$ cat src/rtl/buf_admit_pkg.sv
package buf_admit_pkg;

  typedef enum logic [1:0] {
    REG_NONE   = 2'd0,
    REG_PRIV   = 2'd1,
    REG_SHARED = 2'd2
  } region_e;

endpackage

$ cat src/rtl/q_account.sv
module q_account #(
  parameter int PRIV_CELLS = 4,
  parameter int PW         = 3,
  parameter int SW         = 5,
  parameter int OW         = 6
) (
  input  logic          clk_i,
  input  logic          rst_ni,
  input  logic          add_priv_i,
  input  logic          add_shr_i,
  input  logic          rel_i,
  output logic          rel_shr_o,
  output logic [PW-1:0] priv_cnt_o,
  output logic [SW-1:0] shr_cnt_o,
  output logic [OW-1:0] occ_o
);

  logic [PW-1:0] priv_q;
  logic [SW-1:0] shr_q;
  logic          nonempty;
  logic          rel_priv;

  assign nonempty  = (priv_q != '0) || (shr_q != '0);
  // pool share is returned before the reserved share
  assign rel_shr_o = rel_i && (shr_q != '0);
  assign rel_priv  = rel_i && nonempty && (shr_q == '0);

  always_ff @(posedge clk_i or negedge rst_ni) begin
    if (!rst_ni) begin
      priv_q <= '0;
    end else if (add_priv_i && !rel_priv) begin
      priv_q <= priv_q + 1'b1;
    end else if (!add_priv_i && rel_priv) begin
      priv_q <= priv_q - 1'b1;
    end
  end

  always_ff @(posedge clk_i or negedge rst_ni) begin
    if (!rst_ni) begin
      shr_q <= '0;
    end else if (add_shr_i && !rel_shr_o) begin
      shr_q <= shr_q + 1'b1;
    end else if (!add_shr_i && rel_shr_o) begin
      shr_q <= shr_q - 1'b1;
    end
  end

  assign priv_cnt_o = priv_q;
  assign shr_cnt_o  = shr_q;
  assign occ_o      = OW'(priv_q) + OW'(shr_q);

endmodule

$ cat src/rtl/shared_pool.sv
module shared_pool #(
  parameter int SHARED_CELLS = 16,
  parameter int SW           = 5
) (
  input  logic          clk_i,
  input  logic          rst_ni,
  input  logic          inc_i,
  input  logic          dec_i,
  output logic [SW-1:0] used_o,
  output logic          full_o
);

  logic [SW-1:0] used_q;

  always_ff @(posedge clk_i or negedge rst_ni) begin
    if (!rst_ni) begin
      used_q <= '0;
    end else if (inc_i && !dec_i) begin
      used_q <= used_q + 1'b1;
    end else if (!inc_i && dec_i) begin
      used_q <= used_q - 1'b1;
    end
  end

  assign used_o = used_q;
  assign full_o = (used_q >= SW'(SHARED_CELLS));

endmodule

$ cat src/rtl/admit_decide.sv
module admit_decide
  import buf_admit_pkg::*;
#(
  parameter int NUM_Q      = 4,
  parameter int PRIV_CELLS = 4,
  parameter int QW         = 2,
  parameter int PW         = 3
) (
  input  logic               enq_valid_i,
  input  logic [QW-1:0]      enq_qid_i,
  input  logic [NUM_Q*PW-1:0] priv_flat_i,
  input  logic               shared_full_i,
  output region_e            region_o,
  output logic               accept_o,
  output logic               drop_o
);

  logic [PW-1:0] priv_sel;
  logic          qid_hit;

  always_comb begin
    priv_sel = '0;
    qid_hit  = 1'b0;
    for (int i = 0; i < NUM_Q; i++) begin
      if (enq_qid_i == QW'(i)) begin
        priv_sel = priv_flat_i[i*PW +: PW];
        qid_hit  = 1'b1;
      end
    end
    region_o = REG_NONE;
    if (enq_valid_i && qid_hit) begin
      if (priv_sel < PW'(PRIV_CELLS)) region_o = REG_PRIV;
      else if (!shared_full_i)        region_o = REG_SHARED;
    end
    accept_o = (region_o != REG_NONE);
    drop_o   = enq_valid_i && !accept_o;
  end

endmodule

$ cat src/rtl/buf_admit_ctrl.sv
module buf_admit_ctrl
  import buf_admit_pkg::*;
#(
  parameter int NUM_Q       = 4,
  parameter int PRIV_CELLS  = 4,
  parameter int TOTAL_CELLS = 32,
  localparam int SHARED_CELLS = TOTAL_CELLS - NUM_Q*PRIV_CELLS,
  localparam int QW = (NUM_Q > 1) ? $clog2(NUM_Q) : 1,
  localparam int OW = $clog2(TOTAL_CELLS + 1),
  localparam int PW = $clog2(PRIV_CELLS + 1),
  localparam int SW = (SHARED_CELLS > 0) ? $clog2(SHARED_CELLS + 1) : 1
) (
  input  logic                clk_i,
  input  logic                rst_ni,
  input  logic                enq_valid_i,
  input  logic [QW-1:0]       enq_qid_i,
  input  logic                deq_valid_i,
  input  logic [QW-1:0]       deq_qid_i,
  output logic                enq_accept_o,
  output logic                enq_drop_o,
  output logic [1:0]          enq_region_o,
  output logic [NUM_Q*OW-1:0] q_occ_o,
  output logic [NUM_Q*PW-1:0] q_priv_o,
  output logic [SW-1:0]       shared_used_o
);

  region_e          region;
  logic             accept;
  logic             shared_full;
  logic [NUM_Q-1:0] rel_shr;
  logic             pool_inc;
  logic             pool_dec;

  admit_decide #(
    .NUM_Q      (NUM_Q),
    .PRIV_CELLS (PRIV_CELLS),
    .QW         (QW),
    .PW         (PW)
  ) u_decide (
    .enq_valid_i   (enq_valid_i),
    .enq_qid_i     (enq_qid_i),
    .priv_flat_i   (q_priv_o),
    .shared_full_i (shared_full),
    .region_o      (region),
    .accept_o      (accept),
    .drop_o        (enq_drop_o)
  );

  for (genvar q = 0; q < NUM_Q; q++) begin : g_q
    logic          sel_enq;
    logic [SW-1:0] shr_cnt;

    assign sel_enq = accept && (enq_qid_i == QW'(q));

    q_account #(
      .PRIV_CELLS (PRIV_CELLS),
      .PW         (PW),
      .SW         (SW),
      .OW         (OW)
    ) u_acct (
      .clk_i      (clk_i),
      .rst_ni     (rst_ni),
      .add_priv_i (sel_enq && (region == REG_PRIV)),
      .add_shr_i  (sel_enq && (region == REG_SHARED)),
      .rel_i      (deq_valid_i && (deq_qid_i == QW'(q))),
      .rel_shr_o  (rel_shr[q]),
      .priv_cnt_o (q_priv_o[q*PW +: PW]),
      .shr_cnt_o  (shr_cnt),
      .occ_o      (q_occ_o[q*OW +: OW])
    );
  end

  assign pool_inc = accept && (region == REG_SHARED);
  assign pool_dec = |rel_shr;

  shared_pool #(
    .SHARED_CELLS (SHARED_CELLS),
    .SW           (SW)
  ) u_pool (
    .clk_i  (clk_i),
    .rst_ni (rst_ni),
    .inc_i  (pool_inc),
    .dec_i  (pool_dec),
    .used_o (shared_used_o),
    .full_o (shared_full)
  );

  assign enq_accept_o = accept;
  assign enq_region_o = region;

endmodule

$ cat config.mk
export PLATFORM = sky130hd
export DESIGN_NAME = buf_admit_ctrl
export DESIGN_NICKNAME = d
export VERILOG_FILES = /design/src/rtl/buf_admit_pkg.sv /design/src/rtl/q_account.sv /design/src/rtl/shared_pool.sv /design/src/rtl/admit_decide.sv /design/src/rtl/buf_admit_ctrl.sv
export SDC_FILE = /design/constraint.sdc
export NUM_CORES = 1
export LEC_CHECK = 0
export ABC_AREA = 1
export CAP_MARGIN = 20
export CORE_ASPECT_RATIO = 0.9
export CORE_UTILIZATION = 29
export DETAILED_ROUTE_END_ITERATION = 8
export GPL_TIMING_DRIVEN = 1
export PLACE_DENSITY = 0.5
export SETUP_SLACK_MARGIN = 0.5
export SLEW_MARGIN = 15
export SYNTH_ARGS = -nofsm -noshare
export SYNTH_HDL_FRONTEND = slang
export SYNTH_SLANG_ARGS = --single-unit
$ cat constraint.sdc
create_clock -name clk_i -period 3.15 [get_ports clk_i]
set_input_delay 0.945 -clock clk_i [delete_from_list [all_inputs] [get_ports clk_i]]
set_output_delay 0.945 -clock clk_i [all_outputs]
set_load 0.005 [all_outputs]
# After elaboration in Yosys (flattened, before gate mapping)
# Cells that the tools add are included.
# Widths: inputs -> output; s select.
word_totals:
  ff_bits: 37
  inputBits: 8
  out_inout_bits: 45
  mem_bits_ro: 0
  n_memories: 0
  mem_bits_rw: 0
  latch_bits: 0
op_classes:
  n_mux: 29
  reduce_logical: 97
  add_sub_neg: 22
  bitwise: 0
  multipliers: 0
  div_mod_pow: 0
  eq_ne: 8
  order_cmp: 2
  shift: 0
op_table:
  columns: ["cell", "count"]
  rows:
  - ["$mux 5", 10]
  - ["$logic_and 1x1->1", 49]
  - ["$mux 3", 12]
  - ["$add 5x1->5 const B", 5]
  - ["$sub 5x1->5 const B", 5]
  - ["$add 3x5->6", 4]
  - ["$logic_not 5->1", 4]
  - ["$reduce_bool 2->1", 10]
  - ["$reduce_bool 5->1", 4]
  - ["$logic_not 1->1", 19]
  - ["$add 3x1->3 const B", 4]
  - ["$reduce_bool 3->1", 4]
  - ["$sub 3x1->3 const B", 4]
  - ["$eq 2x2->1 const B", 5]
  - ["$eq 2x1->1 const B", 3]
  - ["$mux 2", 3]
  - ["$ge 5x5->1 const B", 1]
  - ["$logic_not 2->1", 2]
  - ["$logic_or 1x1->1", 4]
  - ["$mux 1", 4]
  - ["$reduce_or 4->1", 1]
  - ["$lt 3x3->1 const B", 1]

# Longest topological paths before layout
logic_depth:
  depth_word: 15
  depth_mapped: 17
  mapped_depth_nobuf: 17

# By module
# A second synthesis with hierarchy kept.
unflattened:
  cells_unflattened: 442
  hier_area_um2: 3310.7
by_module_without_submodules:
  columns: ["module", "n_inst", "seq_area_each_um2", "cells_each", "area_per_inst_um2"]
  rows:
  - ["q_account at g_q[0].u_acct ...", 2, 200.2, 88, 691.9]
  - ["q_account at g_q[1].u_acct ...", 2, 200.2, 85, 683.2]
  - ["shared_pool", 1, 125.1, 48, 354.1]
  - ["buf_admit_ctrl", 1, 0.0, 31, 122.6]
  - ["admit_decide", 1, 0.0, 17, 83.8]

# Worst setup path after synthesis
# Ideal clock, no wire load.
synth_path:
  path_kind: "in2reg"
  startpoint: "input enq_qid_i[1]"
  endpoint: "register g_q[2].u_acct.shr_q[4]"
  t_arrival_ps: 2495
  path_slack_ps: 539
  path_stages: 16
  setup_time_ps: 117
  cell_sequence: "o21ai_1 -> nand3_2 -> nand2_2 -> nand3_4 -> nor2_2 -> ha_1 -> inv_1 -> fa_1 -> nand2_1 -> nand2_1 -> nand2_1 -> nand2_1 -> nand2_1 -> nand2_1 -> nand2_1 -> nand2_1"
synth_via:
  elab_chain_len: 14
  elab_cells_between_ends: 25
synth_lines:
  columns: ["item", "line", "source"]
  rows:
  - ["start, declared", "buf_admit_ctrl.sv:16", "input logic [QW-1:0] enq_qid_i,"]
  - ["$logic_not 2->1", "admit_decide.sv:25", "if (enq_qid_i == QW'(i)) begin"]
  - ["$mux 3 (4 in a row)", "admit_decide.sv:25", null]
  - ["$lt 3x3->1", "admit_decide.sv:32", "if (priv_sel < PW'(PRIV_CELLS)) region_o = REG_PRIV;"]
  - ["$mux 2", "admit_decide.sv:32", null]
  - ["$mux 2", "admit_decide.sv:31", "if (enq_valid_i && qid_hit) begin"]
  - ["$reduce_bool 2->1", "admit_decide.sv:35", "accept_o = (region_o != REG_NONE);"]
  - ["$logic_and 1x1->1", "buf_admit_ctrl.sv:53", "assign sel_enq = accept && (enq_qid_i == QW'(q));"]
  - ["$logic_and 1x1->1 *", "buf_admit_ctrl.sv:64", ".add_shr_i (sel_enq && (region == REG_SHARED)),"]
  - ["$logic_not 1->1", "q_account.sv:43", "end else if (!add_shr_i && rel_shr_o) begin"]
  - ["$logic_and 1x1->1", "q_account.sv:43", null]
  - ["$reduce_bool 2->1 (no line)", null, null]
  - ["end signal, assigned", "q_account.sv:42", "shr_q <= shr_q + 1'b1;"]
  - ["end signal, assigned", "q_account.sv:44", "shr_q <= shr_q - 1'b1;"]
  - ["end, declared", "q_account.sv:19", "logic [SW-1:0] shr_q;"]
# Every way passes the cells marked *; elsewhere a longest branch is shown, timed or not.
# A chain may end at the register's enable or synchronous reset.

# Final worst setup path
layout_path:
  startpoint: "input enq_qid_i[0]"
  endpoint: "output enq_region_o[1]"
layout_via:
  elab_chain_len: 8
  elab_cells_between_ends: 16
layout_lines:
  columns: ["item", "line", "source"]
  rows:
  - ["$logic_not 2->1", "admit_decide.sv:25", null]
  - ["$mux 3 (4 in a row)", "admit_decide.sv:25", null]
  - ["$lt 3x3->1", "admit_decide.sv:32", null]
  - ["$mux 2", "admit_decide.sv:32", null]
  - ["$mux 2 *", "admit_decide.sv:31", null]
  - ["end, declared", "buf_admit_ctrl.sv:21", "output logic [1:0] enq_region_o,"]
# Marked as above.

==> run_results.csv <==
group,metric,value,unit
run_status,status,"finished with violations",
run_status,failed_checks,"DRC",
min_path,worstHoldStart,"u_pool.used_o[4]",
sta,hold_viol_final,0,
sta,worst_slack,0.378,ns
flow_run,drv_cap,0,
setup_path,cp_slowest_stage_delay,0.12,ns
synthesis,synth_area_leader_cell,"dfrtp_1",
synthesis,synth_edf_count,0,
sta,finalSetupViolCount,0,
finish,area_growth,58.4,%
synthesis,yosys-top-cells-count,"nand2_1 (93), inv_1 (71), dfrtp_1 (37), ha_1 (37), nor2_1 (31)",
finish,fin_nets,581,
grt,grt_pass1_wl,13900,um
floorplanning,rows,35,
sta,finalClockSkew,0.00443,ns
drt,drc,4,
drt,highest_layer,"met4",
drt,wl_met3,272,um
synthesis,syn_nets,459,
setup_path,crit_family,"buffers and inverters",
power,leakage,2.33,nW
placement,preCtsSetupSlack,-0.382,ns
drt,dr.first_iter.drc_count,84,
min_path,hp-class,"reg -> reg",
grt,antenna_found_initial,0,
setup_path,critPathArrivalTime,1.83,ns
floorplanning,dieArea,0.0113,sq mm
synthesis,yosys-top-cells-area,"dfrtp_1 (29%), ha_1 (15%), nand2_1 (11%)",
sta,tightestPinTransition,0.920,ns
setup_path,crit_path_frequent_cell,"buf_6",
floorplanning,start_util,30.3,%
synthesis,ys_seq_elements,37,
grt,grtUsageTotal,15.5,%
sta,period_minus_slack,2.77,ns
drt,ant_nets,0,
synthesis,synthCells,401,
synthesis,yosysUniqueCellTypes,24,
synthesis,synthArstFlopShare,100,%
cts,max-clock-path-buffers,2,
power,p_per_area,1070,mW/mm^2
setup_path,reg2regPathDepth,20,
floorplanning,fp.dieW,112,um
drt,vias,2978,
sta,fmax,0.361,GHz
floorplanning,core,0.0104,sq mm
grt,grt_pass1_vias,2928,
finish,antenna-diode-count,0,
drt,drt_pass1_iterations,9,
finish,drive_above_1_share,38.9,%
sta,slew_headroom,38.7,%
cts,cts_tree,"yes",
cts,cts_inserted_buffers,5,
placement,portBuffers,52,
setup_path,r2r-end,"g_q[1].u_acct.shr_cnt_o[4]",
cts,numClockSinks,37,
synthesis,synth.most_common_cell,"nand2_1",
setup_path,path_class,"in -> out",
grt,grt_overflow,0,
synthesis,yosysSeqAreaShare,29.4,%
drt,totalWireLength,8550,um
drt,wire_per_inst,13.1,um
finish,fill_cells,991,
sta,finalCritPeriodShare,88.0,%
sta,hold_ws,0.552,ns
sta,drv_slew,0,
setup_path,cp_max_fo,5,
cts,cts-root-buf,"clkbuf_16",
floorplanning,fp.dieH,101,um
synthesis,synth_top_area_share,29.4,%
setup_path,reg2reg_slack,0.53,ns
cts,clkLatencyLatePin,0.28,ns
drt,wl_met2,4350,um
grt,grt_max_degree,38,
floorplanning,io_pins,53,
synthesis,avgSynthCellArea,7.85,sq um
setup_path,cp_cell_sequence,"buf_12 > nor2_4 > nand2_2 > nand3_4 > nand2_4 > buf_6 > nand3_4 > buf_6 > inv_4 > buf_6",
min_path,min_path_cells,2,
setup_path,cp-start-kind,"primary input",
setup_path,cp_slowest_cell,"buf_6",
placement,hpwl,6110,um
setup_path,worst_setup_path_end_kind,"output port",
cts,path_clk_slew,0.06,ns
power,peakVddDrop,0.473,mV
synthesis,synthesis.area,0.00315,sq mm
synthesis,synthFlopType,"dfrtp_1",
sta,final.setup.tns,0,ns
setup_path,required,2.20,ns
sta,rsz0062_at_grt,"true",
setup_path,crit_buf_inv,5,
min_path,worstHoldEndpoint,"u_pool.used_o[4]",
drt,m1WireLength,3860,um
synthesis,yosys_warnings,0,
drt,viasPerCell,4.56,
placement,place.gp.congestion,0.793,
cts,cts_max_level,2,
setup_path,timing.rr.start,"g_q[1].u_acct.priv_cnt_o[2]",
[metal layers]
| layer | track usage [%] | up-vias |
|---|---|---|
| met3 | 2.65 | 8 |
| met5 | 0 | - |
| met4 | 3.01 | 0 |
| li1 | - | 1516 |
| met1 | 19.5 | 1414 |
| met2 | 27.9 | 40 |
[stage by stage]
step | power [mW] | cells | instance area, sq um | utilization [%]
3_5_place_dp | 4.24 | 622 | 4130 | 39.7
6_report | 5.35 | 653 | 4990 | 48.1
3_3_place_gp | 4.21 | 622 | 4130 | 39.7
4_1_cts | 4.94 | 641 | 4560 | 43.9
2_1_floorplan | 2.66 | 401 | 3150 | -
5_1_grt | 5.88 | 653 | 4990 | 48.1
[registers in the layout (all words and copies together), names as in the netlist]
name and cells:
g_q.u_acct.priv_cnt_o 12, g_q.u_acct.shr_cnt_o 20, u_pool.used_o 5
[kinds of logic after synthesis]
family          Yosys count  synth area share [%]
xor+xnor                 31                  8.62
simple gates            169                  23.2
compound gates           43                  7.35
fa+ha+maj                50                  23.0
buf+inv                  71                  8.47
flops                    37                  29.4
[power breakdown]
group / internal [mW] / switching (mW)
Sequential: 0.717 / 0.327
Combinational: 2.05 / 1.75
Clock: 0.290 / 0.208
[cell type report]
cell class                 instances  area, sq um  area share (%)
inverter                          71          284            5.69
clock inverter                     3         17.5           0.351
multi-input combinational        293         2500            50.1
timing repair buffer             115          968            19.4
sequential                        37          935            18.7
clock buffer                       5          125            2.51
tap                              129          161            3.24
[how the worst max path moves through the flow]
stage	startpoint	end	slack (ns)	cells past startpoint
floorplan	enq_qid_i[1]	g_q[2].u_acct.shr_cnt_o[4]	0.54	16
global placement	enq_qid_i[1]	enq_accept_o	-0.36	7
detailed placement	enq_qid_i[1]	enq_accept_o	-0.38	7
CTS	enq_qid_i[1]	enq_accept_o	0.28	9
global route	enq_qid_i[1]	g_q[1].u_acct.shr_cnt_o[4]	0.31	19
finish	enq_qid_i[0]	enq_region_o[1]	0.38	10
[timing repair]
item | in CTS | in global routing
hold buffers | 0 | 0
gates resized for setup | 124 | 116
setup endpoints to repair | 52 | 41
pin swaps | 18 | 44
setup buffers | 11 | 12
[worst min-delay path: stages, from the launching register on]
cell and delay (ns):
dfrtp_1 0.40, nand2_1 0.06, nand2_1 0.05
[placed cells by master, fill, tap and decap left out, types with 6 or more instances in the layout]
cell type,instances
buf_6,13
o21ai_0,6
clkbuf_2,12
clkdlybuf4s50_1,21
nor2_4,6
nand3_1,17
nand2_2,8
inv_1,58
a21oi_1,9
nand2_1,85
xnor2_1,16
nand3_2,7
inv_4,7
inv_2,6
buf_4,51
xor2_1,13
a21oi_2,9
buf_2,6
dfrtp_1,30
o21ai_1,6
nor2_1,27
ha_4,22
dfrtp_2,7
ha_1,10
fa_2,13
Note: power is estimated with default switching activity, not from simulation.
